==> config.mk <==
export PLATFORM = sky130hd
export DESIGN_NAME = uart_csr_block
export DESIGN_NICKNAME = d
export VERILOG_FILES = /design/src/rtl/uart_csr_pkg.sv /design/src/rtl/uart_csr_ctrl.sv /design/src/rtl/uart_csr_dp.sv /design/src/rtl/uart_csr_block.sv
export SDC_FILE = /design/constraint.sdc
export NUM_CORES = 1
export LEC_CHECK = 0
export ABC_AREA = 1
export BUFFER_PORTS_ARGS = -buffer_cell sky130_fd_sc_hd__buf_2
export CORE_UTILIZATION = 50
export CTS_BUF_LIST = sky130_fd_sc_hd__clkbuf_4
export DETAILED_ROUTE_END_ITERATION = 8
export PLACE_DENSITY = 0.93
export SYNTH_ARGS = -nofsm -noshare
export SYNTH_HDL_FRONTEND = slang
export SYNTH_SLANG_ARGS = --single-unit
==> constraint.sdc <==
create_clock -name clk -period 1.9 [get_ports clk]
set_input_delay 0.38 -clock clk [delete_from_list [all_inputs] [get_ports clk]]
set_output_delay 0.38 -clock clk [all_outputs]
set_load 0.05 [all_outputs]
==> src/rtl/uart_csr_pkg.sv <==
package uart_csr_pkg;

  localparam int OFF_CTL  = 'h00;
  localparam int OFF_BAUD = 'h04;
  localparam int OFF_CFG  = 'h08;
  localparam int OFF_IRQ  = 'h10;
  localparam int OFF_DATA = 'h14;

  // bit positions that software decodes
  localparam int CTL_RST_RX = 6;
  localparam int CTL_RST_TX = 7;
  localparam int ST_TXEMPTY = 5;
  localparam int ST_OVERRUN = 7;
  localparam int ST_RXAVAIL = 11;
  localparam int STAT_W     = 16;

  typedef enum logic [2:0] {
    SEL_NONE, SEL_CTL, SEL_BAUD, SEL_CFG, SEL_IRQ, SEL_DATA
  } regSel_e;

  typedef struct packed {
    logic    wrCtl;
    logic    wrBaud;
    logic    wrCfg;
    logic    wrIrq;
    logic    wrData;
    logic    rdData;
    regSel_e rdSel;
  } csrStrobe_t;

endpackage

==> src/rtl/uart_csr_ctrl.sv <==
module uart_csr_ctrl
  import uart_csr_pkg::*;
#(
  parameter int ADDR_W = 5
) (
  input  logic [ADDR_W-1:0] busAddr,
  input  logic              busWr,
  input  logic              busRd,
  output csrStrobe_t        strb
);

  regSel_e hitSel;

  always_comb begin
    if (busAddr == ADDR_W'(OFF_CTL))       hitSel = SEL_CTL;
    else if (busAddr == ADDR_W'(OFF_BAUD)) hitSel = SEL_BAUD;
    else if (busAddr == ADDR_W'(OFF_CFG))  hitSel = SEL_CFG;
    else if (busAddr == ADDR_W'(OFF_IRQ))  hitSel = SEL_IRQ;
    else if (busAddr == ADDR_W'(OFF_DATA)) hitSel = SEL_DATA;
    else                                   hitSel = SEL_NONE;
  end

  always_comb begin
    strb        = '0;
    strb.rdSel  = hitSel;
    strb.wrCtl  = busWr && (hitSel == SEL_CTL);
    strb.wrBaud = busWr && (hitSel == SEL_BAUD);
    strb.wrCfg  = busWr && (hitSel == SEL_CFG);
    strb.wrIrq  = busWr && (hitSel == SEL_IRQ);
    strb.wrData = busWr && (hitSel == SEL_DATA);
    strb.rdData = busRd && (hitSel == SEL_DATA);
  end

endmodule

==> src/rtl/uart_csr_dp.sv <==
module uart_csr_dp
  import uart_csr_pkg::*;
#(
  parameter int BUS_W  = 32,
  parameter int CHAR_W = 8,
  parameter int THR_W  = 4
) (
  input  logic              clk,
  input  logic              rstN,
  input  csrStrobe_t        strb,
  input  logic [BUS_W-1:0]  busWdata,
  output logic [BUS_W-1:0]  busRdata,
  output logic [23:0]       ctlWord,
  output logic [BUS_W-1:0]  baudWord,
  output logic [THR_W-1:0]  rxThresh,
  output logic [THR_W-1:0]  txThresh,
  output logic              rxFifoRst,
  output logic              txFifoRst,
  output logic              txPush,
  output logic [CHAR_W-1:0] txData,
  output logic              rxPop,
  output logic              irq,
  output logic              ovrSticky,
  input  logic              txEmpty,
  input  logic              txFull,
  input  logic              rxNotEmpty,
  input  logic [CHAR_W-1:0] rxChar,
  input  logic              rxFrameErr,
  input  logic              rxParErr,
  input  logic              rxBreak,
  input  logic              rxOverrun
);

  localparam int          CFG_LO   = 8;
  localparam int          CFG_W    = 2 * THR_W;
  localparam logic [23:0] CTL_KEEP = ~((24'd1 << CTL_RST_RX) | (24'd1 << CTL_RST_TX) | (24'd1 << 15));

  logic [CFG_W-1:0]  cfgQ;
  logic [STAT_W-1:0] irqEnQ;
  logic [STAT_W-1:0] statusVec;

  always_ff @(posedge clk or negedge rstN) begin
    if (!rstN) begin
      ctlWord   <= '0;
      baudWord  <= '0;
      cfgQ      <= '0;
      irqEnQ    <= '0;
      ovrSticky <= 1'b0;
      rxFifoRst <= 1'b0;
      txFifoRst <= 1'b0;
    end else begin
      if (strb.wrCtl)  ctlWord  <= busWdata[23:0] & CTL_KEEP;
      if (strb.wrBaud) baudWord <= busWdata;
      if (strb.wrCfg)  cfgQ     <= busWdata[CFG_LO +: CFG_W];
      if (strb.wrIrq)  irqEnQ   <= busWdata[STAT_W +: STAT_W];
      rxFifoRst <= strb.wrCtl && busWdata[CTL_RST_RX] && !rxFifoRst;
      txFifoRst <= strb.wrCtl && busWdata[CTL_RST_TX] && !txFifoRst;
      if (rxOverrun)
        ovrSticky <= 1'b1;
      else if (strb.wrIrq && !busWdata[ST_OVERRUN])
        ovrSticky <= 1'b0;
    end
  end

  assign rxThresh = cfgQ[THR_W-1:0];
  assign txThresh = cfgQ[CFG_W-1:THR_W];

  always_comb begin
    statusVec             = '0;
    statusVec[ST_TXEMPTY] = txEmpty;
    statusVec[ST_OVERRUN] = ovrSticky;
    statusVec[ST_RXAVAIL] = rxNotEmpty;
  end

  assign irq    = |(statusVec & irqEnQ);
  assign txPush = strb.wrData && !txFull;
  assign txData = busWdata[CHAR_W-1:0];
  assign rxPop  = strb.rdData && rxNotEmpty;

  always_comb begin
    busRdata = '0;
    case (strb.rdSel)
      SEL_CTL:  busRdata[23:0] = ctlWord;
      SEL_BAUD: busRdata = baudWord;
      SEL_CFG:  busRdata[CFG_LO +: CFG_W] = cfgQ;
      SEL_IRQ:  busRdata[2*STAT_W-1:0] = {irqEnQ, statusVec};
      SEL_DATA: busRdata[CHAR_W+2:0] = {rxBreak, rxParErr, rxFrameErr, rxChar};
      default:  busRdata = '0;
    endcase
  end

endmodule

==> src/rtl/uart_csr_block.sv <==
module uart_csr_block
  import uart_csr_pkg::*;
#(
  parameter int ADDR_W = 5,
  parameter int BUS_W  = 32,
  parameter int CHAR_W = 8,
  parameter int THR_W  = 4
) (
  input  logic              clk,
  input  logic              rstN,
  input  logic [ADDR_W-1:0] busAddr,
  input  logic              busWr,
  input  logic              busRd,
  input  logic [BUS_W-1:0]  busWdata,
  output logic [BUS_W-1:0]  busRdata,
  output logic              irq,
  output logic [4:0]        rxTimeout,
  output logic [3:0]        stopCode,
  output logic [1:0]        symSize,
  output logic              txBreak,
  output logic              rxParEven,
  output logic              rxParEn,
  output logic              txParEven,
  output logic              txParEn,
  output logic              loopback,
  output logic              rxEnable,
  output logic              txEnable,
  output logic              baudEnable,
  output logic [BUS_W-1:0]  baudWord,
  output logic [THR_W-1:0]  rxThresh,
  output logic [THR_W-1:0]  txThresh,
  output logic              rxFifoRst,
  output logic              txFifoRst,
  output logic              txPush,
  output logic [CHAR_W-1:0] txData,
  output logic              rxPop,
  input  logic              txEmpty,
  input  logic              txFull,
  input  logic              rxNotEmpty,
  input  logic [CHAR_W-1:0] rxChar,
  input  logic              rxFrameErr,
  input  logic              rxParErr,
  input  logic              rxBreak,
  input  logic              rxOverrun
);

  csrStrobe_t  strb;
  logic [23:0] ctlWord;
  logic        ovrSticky;

  uart_csr_ctrl #(.ADDR_W(ADDR_W)) u_ctrl (
    .busAddr(busAddr), .busWr(busWr), .busRd(busRd), .strb(strb)
  );

  uart_csr_dp #(.BUS_W(BUS_W), .CHAR_W(CHAR_W), .THR_W(THR_W)) u_dp (
    .clk(clk), .rstN(rstN), .strb(strb), .busWdata(busWdata), .busRdata(busRdata),
    .ctlWord(ctlWord), .baudWord(baudWord), .rxThresh(rxThresh), .txThresh(txThresh),
    .rxFifoRst(rxFifoRst), .txFifoRst(txFifoRst), .txPush(txPush), .txData(txData),
    .rxPop(rxPop), .irq(irq), .ovrSticky(ovrSticky), .txEmpty(txEmpty), .txFull(txFull),
    .rxNotEmpty(rxNotEmpty), .rxChar(rxChar), .rxFrameErr(rxFrameErr),
    .rxParErr(rxParErr), .rxBreak(rxBreak), .rxOverrun(rxOverrun)
  );

  assign rxTimeout  = ctlWord[4:0];
  assign stopCode   = ctlWord[11:8];
  assign symSize    = ctlWord[13:12];
  assign txBreak    = ctlWord[14];
  assign rxParEven  = ctlWord[16];
  assign rxParEn    = ctlWord[17];
  assign txParEven  = ctlWord[18];
  assign txParEn    = ctlWord[19];
  assign loopback   = ctlWord[20];
  assign rxEnable   = ctlWord[21];
  assign txEnable   = ctlWord[22];
  assign baudEnable = ctlWord[23];

endmodule

==> impl_metrics.csv, run 1 <==
group,metric,value,unit
die,die_area,0.00831,mm2
logic_synthesis,async_flop_share,1.00,
critical_path,end_kind,"output port",
critical_path,rr_worst_depth,2,
place,place_ws,-0.180,ns
global_routing,antenna_found_initial,0,
clocking,cts.clk_slew.worst_paths,0.15,ns
route,wl,13400,um
logic_synthesis,synth_flop_cell,"dfrtp_1",
critical_path,worstPathRequired,1.52,ns
flow_run,maxCapViolCount,0,
sta,fin_skew,0,ns
logic_synthesis,synth_edf_count,0,
logic_synthesis,syn_avg_cell_area,7.48,um2
critical_path,arrival,1.57,ns
place,portBuffers,160,
logic_synthesis,seq_area_frac_synth,0.504,
hold_path,min_from,"busWdata[24]",
power_and_ir_drop,p_total,5.15,mW
logic_synthesis,syn_nets,587,
critical_path,start_kind,"input pin",
critical_path,crit_chain,"buf_6, nor2_4, buf_6, buf_4, buf_8, nand4_1, nand2_1, inv_1, nand2_2, buf_6",
critical_path,worstSetupStartpoint,"busAddr[0]",
die,start_util,0.517,
route,viasPerCell,5.53,
global_routing,gr-total-overflow,0,
critical_path,crit_path_max_incr_delay,0.17,ns
layout,diodes,0,
die,ios,161,
hold_path,hold_path_end,"u_dp.baudWord[24]$_DFFE_PN0P_",
logic_synthesis,synthTopCellsByArea,"dfrtp_1 50%, nand2_1 26%, nand3_1 5.2%",
place,place_hpwl,8060,um
sta,fin_setup_tns,-0.281,ns
power_and_ir_drop,p_seq_frac,0.443,
sta,clock.fmax,0.513,GHz
clocking,clk_latency,0.42,ns
clocking,cts_buffers,9,
global_routing,grt_pass1_vias,3922,
place,gp_congestion,0.934,
critical_path,r2r_setup_slack,1.15,ns
global_routing,grt_pass1_wl,18700,um
power_and_ir_drop,vdd_drop_max,0.731,mV
route,wl_per_cell,16.6,um
logic_synthesis,synth_most_common_cell,"nand2_1",
sta,setup_ws,-0.0502,ns
hold_path,whs_path_depth,3,
clocking,cts_root_buffer,"clkbuf_4",
sta,finalSetupViolations,13,
critical_path,reg2reg_from,"u_dp.irqEnQ[3]$_DFFE_PN0P_",
route,drt_drc_violations_left,0,
sta,worst_pin_slew,0.462,ns
clocking,cts_buffer_depth,2,
global_routing,track_usage,0.285,
critical_path,cp_common_cell,"buf_6",
power_and_ir_drop,p_leak,3.45,nW
sta,slew-limit-headroom,0.692,
critical_path,crit_family,"buffers and inverters",
sta,post-route-period-util,1.03,
route,antenna_left,0,
power_and_ir_drop,p_switching,2.30,mW
route,drt_iter0_drc,295,
logic_synthesis,synth_top_area_cell,"dfrtp_1",
power_and_ir_drop,combPwrFrac,0.368,
critical_path,worstSetupPathType,"input pin to output port",
layout,area_delta_synth_final,48.2,%
logic_synthesis,synth_seq_cells,80,
layout,fin_nets,758,
power_and_ir_drop,power_density,875,mW/mm2
outcome,status,"finished, violations left",
logic_synthesis,synth_common_cells,"276 x nand2_1, 80 x dfrtp_1, 41 x nand3_1",
sta,hold_slack,0.162,ns
power_and_ir_drop,swShare,0.447,
logic_synthesis,synthCells,531,
sta,rsz0062_at_grt,"true",
logic_synthesis,syn-cell-area,0.00397,mm2
layout,final_cells,808,
place,dp_cells,772,
hold_path,hp-class,"input pin to register",
die,rows,32,
global_routing,grt_max_degree,48,
power_and_ir_drop,power.internal,2.85,mW
die,die_x,91.1,um
clocking,cts_tree,"built",
sta,drv_slew,0,
logic_synthesis,yosysWarnings,0,
critical_path,cp_max_fo,15,
critical_path,r2r-end,"u_dp.irqEnQ[3]$_DFFE_PN0P_",
die,die_h,91.1,um
sta,hold_violations,0,
logic_synthesis,ys_types,19,
clocking,cts_sinks,80,
outcome,violations,"setup timing",
layout,drive_gt1_frac,0.414,
clocking,cts_max_level,3,
sta,min_period,1.95,ns
route,firstDrtPassIters,5,
die,core_area,0.00769,mm2
route,routed-via-count,4467,
power_and_ir_drop,pwr-share-clk,0.189,
logic_synthesis,synth.top_cell.area_share,0.504,
critical_path,critPathSlowestCell,"nor2_4",
critical_path,critPathBufInv,6,
==> cells by family after synthesis <==
kind of cell           synth area share
AOI/OAI and AO/OA                0.0315
buffers and inverters            0.0967
and+or+nand+nor                   0.368
DFF                               0.504
==> per-layer routing <==
layer  routed length [um]  track usage  vias to the layer above
met5                    0            0                        -
met4                  693        0.138                        0
met3                  896       0.0436                       64
met2                 6850        0.504                      270
met1                 4990        0.340                     2155
li1                     -            -                     1978
==> worst register-to-register path, delay by kind of cell, from the launching register on <==
kind	cells	cell delay, ns
AOI/OAI and AO/OA	1	0.10
DFF	1	0.44
and+or+nand+nor	1	0.10
==> layout make-up <==
type	instances	area, um2
flip-flops and latches	80	2000
multi-input cells	376	1890
fillers	510	1800
repair buffers	206	1630
well taps	102	128
inverters	29	109
clock buffers	9	67.6
clock inverters	6	60.1
==> worst max path at each step <==
| stage | end | cells after the start |
|---|---|---|
| floorplan | txPush | 6 |
| global placement | busRdata[7] | 8 |
| detailed placement | txPush | 8 |
| CTS | busRdata[19] | 8 |
| global route | busRdata[8] | 11 |
| finish | busRdata[9] | 10 |
==> metrics by stage <==
stage,utilization,instance area [um2]
2_1_floorplan,-,4050
3_3_place_gp,0.648,4980
3_5_place_dp,0.648,4980
4_1_cts,0.678,5210
5_1_grt,0.766,5890
6_report,0.766,5890
==> power groups by stage <==
stage	registers, mW	clock network [mW]	logic (mW)
final	2.28	0.973	1.90
after global routing	2.31	1.05	1.99
after CTS	2.23	0.980	1.81
after detailed placement	2.26	0	1.79
after global placement	2.25	0	1.76
after floorplan	2.92	0	0.682
==> what timing repair did <==
item                                    in CTS  in global routing
hold buffers                                 1                  0
endpoints found under the setup margin      34                 34
pin swaps                                    0                 20
gates resized for setup                     35                123
buffers inserted                             0                 14
cloned                                       0                  6
hold endpoints to repair                    33                  0
==> state kept, by name (all words and copies together) (netlist names) <==
register        flops
u_dp.cfgQ           8
u_dp.baudWord      32
u_dp.rxFifoRst      1
u_dp.txFifoRst      1
u_dp.irqEnQ        16
u_dp.ctlWord       21
u_dp.ovrSticky      1
==> cell usage in the layout (no fill, tap or decap), drive strengths merged <==
cell	n
inv	29
nand4	18
nor3	4
clkinv	5
dfrtp	80
nor2	10
dlygate4sd3	1
bufinv	1
o21ai	25
nand2	278
clkbuf	13
nand3	41
buf	201
Power figures use the tool's default switching activity.
==> run 2, diff against run 1 <==
--- a/config.mk
+++ b/config.mk
@@ -7,10 +7,10 @@
 export LEC_CHECK = 0
 export ABC_AREA = 1
 export BUFFER_PORTS_ARGS = -buffer_cell sky130_fd_sc_hd__buf_2
-export CORE_UTILIZATION = 50
-export CTS_BUF_LIST = sky130_fd_sc_hd__clkbuf_4
+export CORE_UTILIZATION = 49
+export CTS_BUF_LIST = sky130_fd_sc_hd__clkbuf_16
 export DETAILED_ROUTE_END_ITERATION = 8
-export PLACE_DENSITY = 0.93
+export PLACE_DENSITY = 0.92
 export SYNTH_ARGS = -nofsm -noshare
 export SYNTH_HDL_FRONTEND = slang
 export SYNTH_SLANG_ARGS = --single-unit
==> impl_metrics.csv, run 2 (synthesis results as in run 1) <==
group,metric,value,unit
global_routing,grt_pass1_vias,4056,
die,ios,161,
route,antenna_left,0,
sta,worst_pin_slew,0.437,ns
sta,finalSetupViolations,0,
outcome,status,"completed",
layout,final_cells,797,
power_and_ir_drop,power_density,1030,mW/mm2
die,die_area,0.00847,mm2
sta,rsz0062_at_grt,"true",
global_routing,antenna_found_initial,0,
critical_path,r2r-end,"u_dp.ctlWord[20]$_DFFE_PN0P_",
sta,fin_skew,0,ns
place,dp_cells,775,
critical_path,critPathSlowestCell,"nor2_4",
critical_path,rr_worst_depth,2,
sta,clock.fmax,0.539,GHz
layout,top_register,"u_dp.baudWord",
critical_path,worstPathRequired,1.52,ns
critical_path,r2r_setup_slack,1.19,ns
place,gp_congestion,0.904,
layout,largest_reg_flops,32,
clocking,cts_sinks,80,
layout,drive_gt1_frac,0.363,
clocking,cts_root_buffer,"clkbuf_16",
sta,hold_slack,0.256,ns
power_and_ir_drop,p_leak,3.27,nW
route,drt_iter0_drc,221,
critical_path,cp_max_fo,22,
clocking,cts_buffers,9,
hold_path,whs_path_depth,3,
layout,area_delta_synth_final,41.0,%
power_and_ir_drop,vdd_drop_max,0.629,mV
layout,reg_top3,"u_dp.baudWord (32), u_dp.ctlWord (21), u_dp.irqEnQ (16)",
hold_path,hp-class,"input pin to register",
global_routing,grt_pass1_wl,19000,um
die,die_x,92.0,um
die,start_util,0.511,
route,wl,12300,um
place,portBuffers,160,
clocking,clk_latency,0.32,ns
critical_path,worstSetupPathType,"input pin to output port",
hold_path,min_from,"rxOverrun",
layout,diodes,0,
clocking,cts_tree,"built",
sta,fin_setup_tns,0,ns
critical_path,cp_common_cell,"nor2_4",
layout,fin_nets,746,
sta,post-route-period-util,0.976,
global_routing,track_usage,0.288,
place,place_hpwl,8250,um
sta,min_period,1.85,ns
route,firstDrtPassIters,4,
critical_path,crit_path_max_incr_delay,0.18,ns
clocking,cts_buffer_depth,2,
die,core_area,0.00777,mm2
route,routed-via-count,4201,
global_routing,gr-total-overflow,0,
route,wl_per_cell,15.5,um
global_routing,grt_max_degree,74,
critical_path,start_kind,"input pin",
sta,slew-limit-headroom,0.708,
die,die_h,92.0,um
power_and_ir_drop,p_total,5.76,mW
clocking,cts.clk_slew.worst_paths,0.06,ns
layout,layout_commonest_cell,"nand2_1",
route,drt_drc_violations_left,0,
critical_path,arrival,1.47,ns
die,rows,32,
layout,fill_cells,591,
hold_path,hold_path_end,"u_dp.ovrSticky$_DFFE_PN0P_",
route,viasPerCell,5.27,
critical_path,end_kind,"output port",
layout,layout_common_cells,"260 x nand2_1, 126 x buf_2, 80 x dfrtp_1, 38 x buf_4, 29 x nand3_1",
clocking,cts_max_level,3,
critical_path,crit_chain,"buf_6, nor2_4, nand2_2, nor2_4, buf_12, nand2_1, nand3_2, buf_8",
flow_run,maxCapViolCount,0,
sta,drv_slew,0,
sta,hold_violations,0,
critical_path,reg2reg_from,"u_dp.ctlWord[20]$_DFFE_PN0P_",
[run 2: cell types whose count changed in the layout (fill, tap and decap cells not counted), moves of 7 or more]
cell and delta:
buf_4 +13, buf_6 -17, clkbuf_16 +7, clkbuf_4 -8, nand2_1 +22, nand2_2 -11
nand2_4 -11
[run 2: worst max-delay path, delay by kind of cell]
kind / cells / cell delay, ns
buffers and inverters: 3 / 0.43
and+or+nand+nor: 5 / 0.66
[run 2: cell type report]
class	count	area [um2]	share of cell area
Sequential cell	80	2000	0.357
Multi-Input combinational cell	376	1730	0.310
Timing Repair Buffer	194	1340	0.239
Clock buffer	9	225	0.0402
Tap cell	102	128	0.0228
Inverter	29	109	0.0194
Clock inverter	7	63.8	0.0114
[run 2: power by group]
part,total (mW),internal (mW),switching (mW)
clock,1.66,1.01,0.656
sequential,2.26,2.01,0.247
combinational,1.84,0.427,1.42
total,5.76,3.44,2.32
[run 2: layer usage]
metal | global-route usage | wire length, um | vias up
li1 | - | - | 1965
met1 | 0.341 | 4830 | 2007
met2 | 0.506 | 6360 | 200
met3 | 0.0415 | 810 | 29
met4 | 0.146 | 335 | 0
met5 | 0 | 0 | -
[run 2: per-stage QoR]
| stage | setup slack [ns] | instance area [um2] | util |
|---|---|---|---|
| 2_1_floorplan | -0.140 | 4050 | - |
| 3_3_place_gp | -0.0680 | 4980 | 0.641 |
| 3_5_place_dp | -0.114 | 4980 | 0.641 |
| 4_1_cts | 0.0118 | 5340 | 0.688 |
| 5_1_grt | -0.0128 | 5600 | 0.721 |
| 6_report | 0.0450 | 5600 | 0.721 |
[run 2: worst max-delay path by stage]
stage	from	endpoint	depth (start not counted)
2_1_floorplan	busAddr[4]	txPush	6
3_3_place_gp	busAddr[1]	busRdata[8]	10
3_5_place_dp	busAddr[1]	busRdata[8]	10
4_1_cts	busAddr[1]	busRdata[20]	8
5_1_grt	busAddr[0]	busRdata[21]	8
6_report	busAddr[0]	busRdata[20]	8
[run 2: repair_timing]
item | CTS | global route
hold endpoints to repair | 7 | 0
buffers inserted | 0 | 3
resized for setup | 25 | 63
pin swaps | 1 | 13
gates cloned | 0 | 2
hold buffers | 1 | 0
setup endpoints to repair | 32 | 34
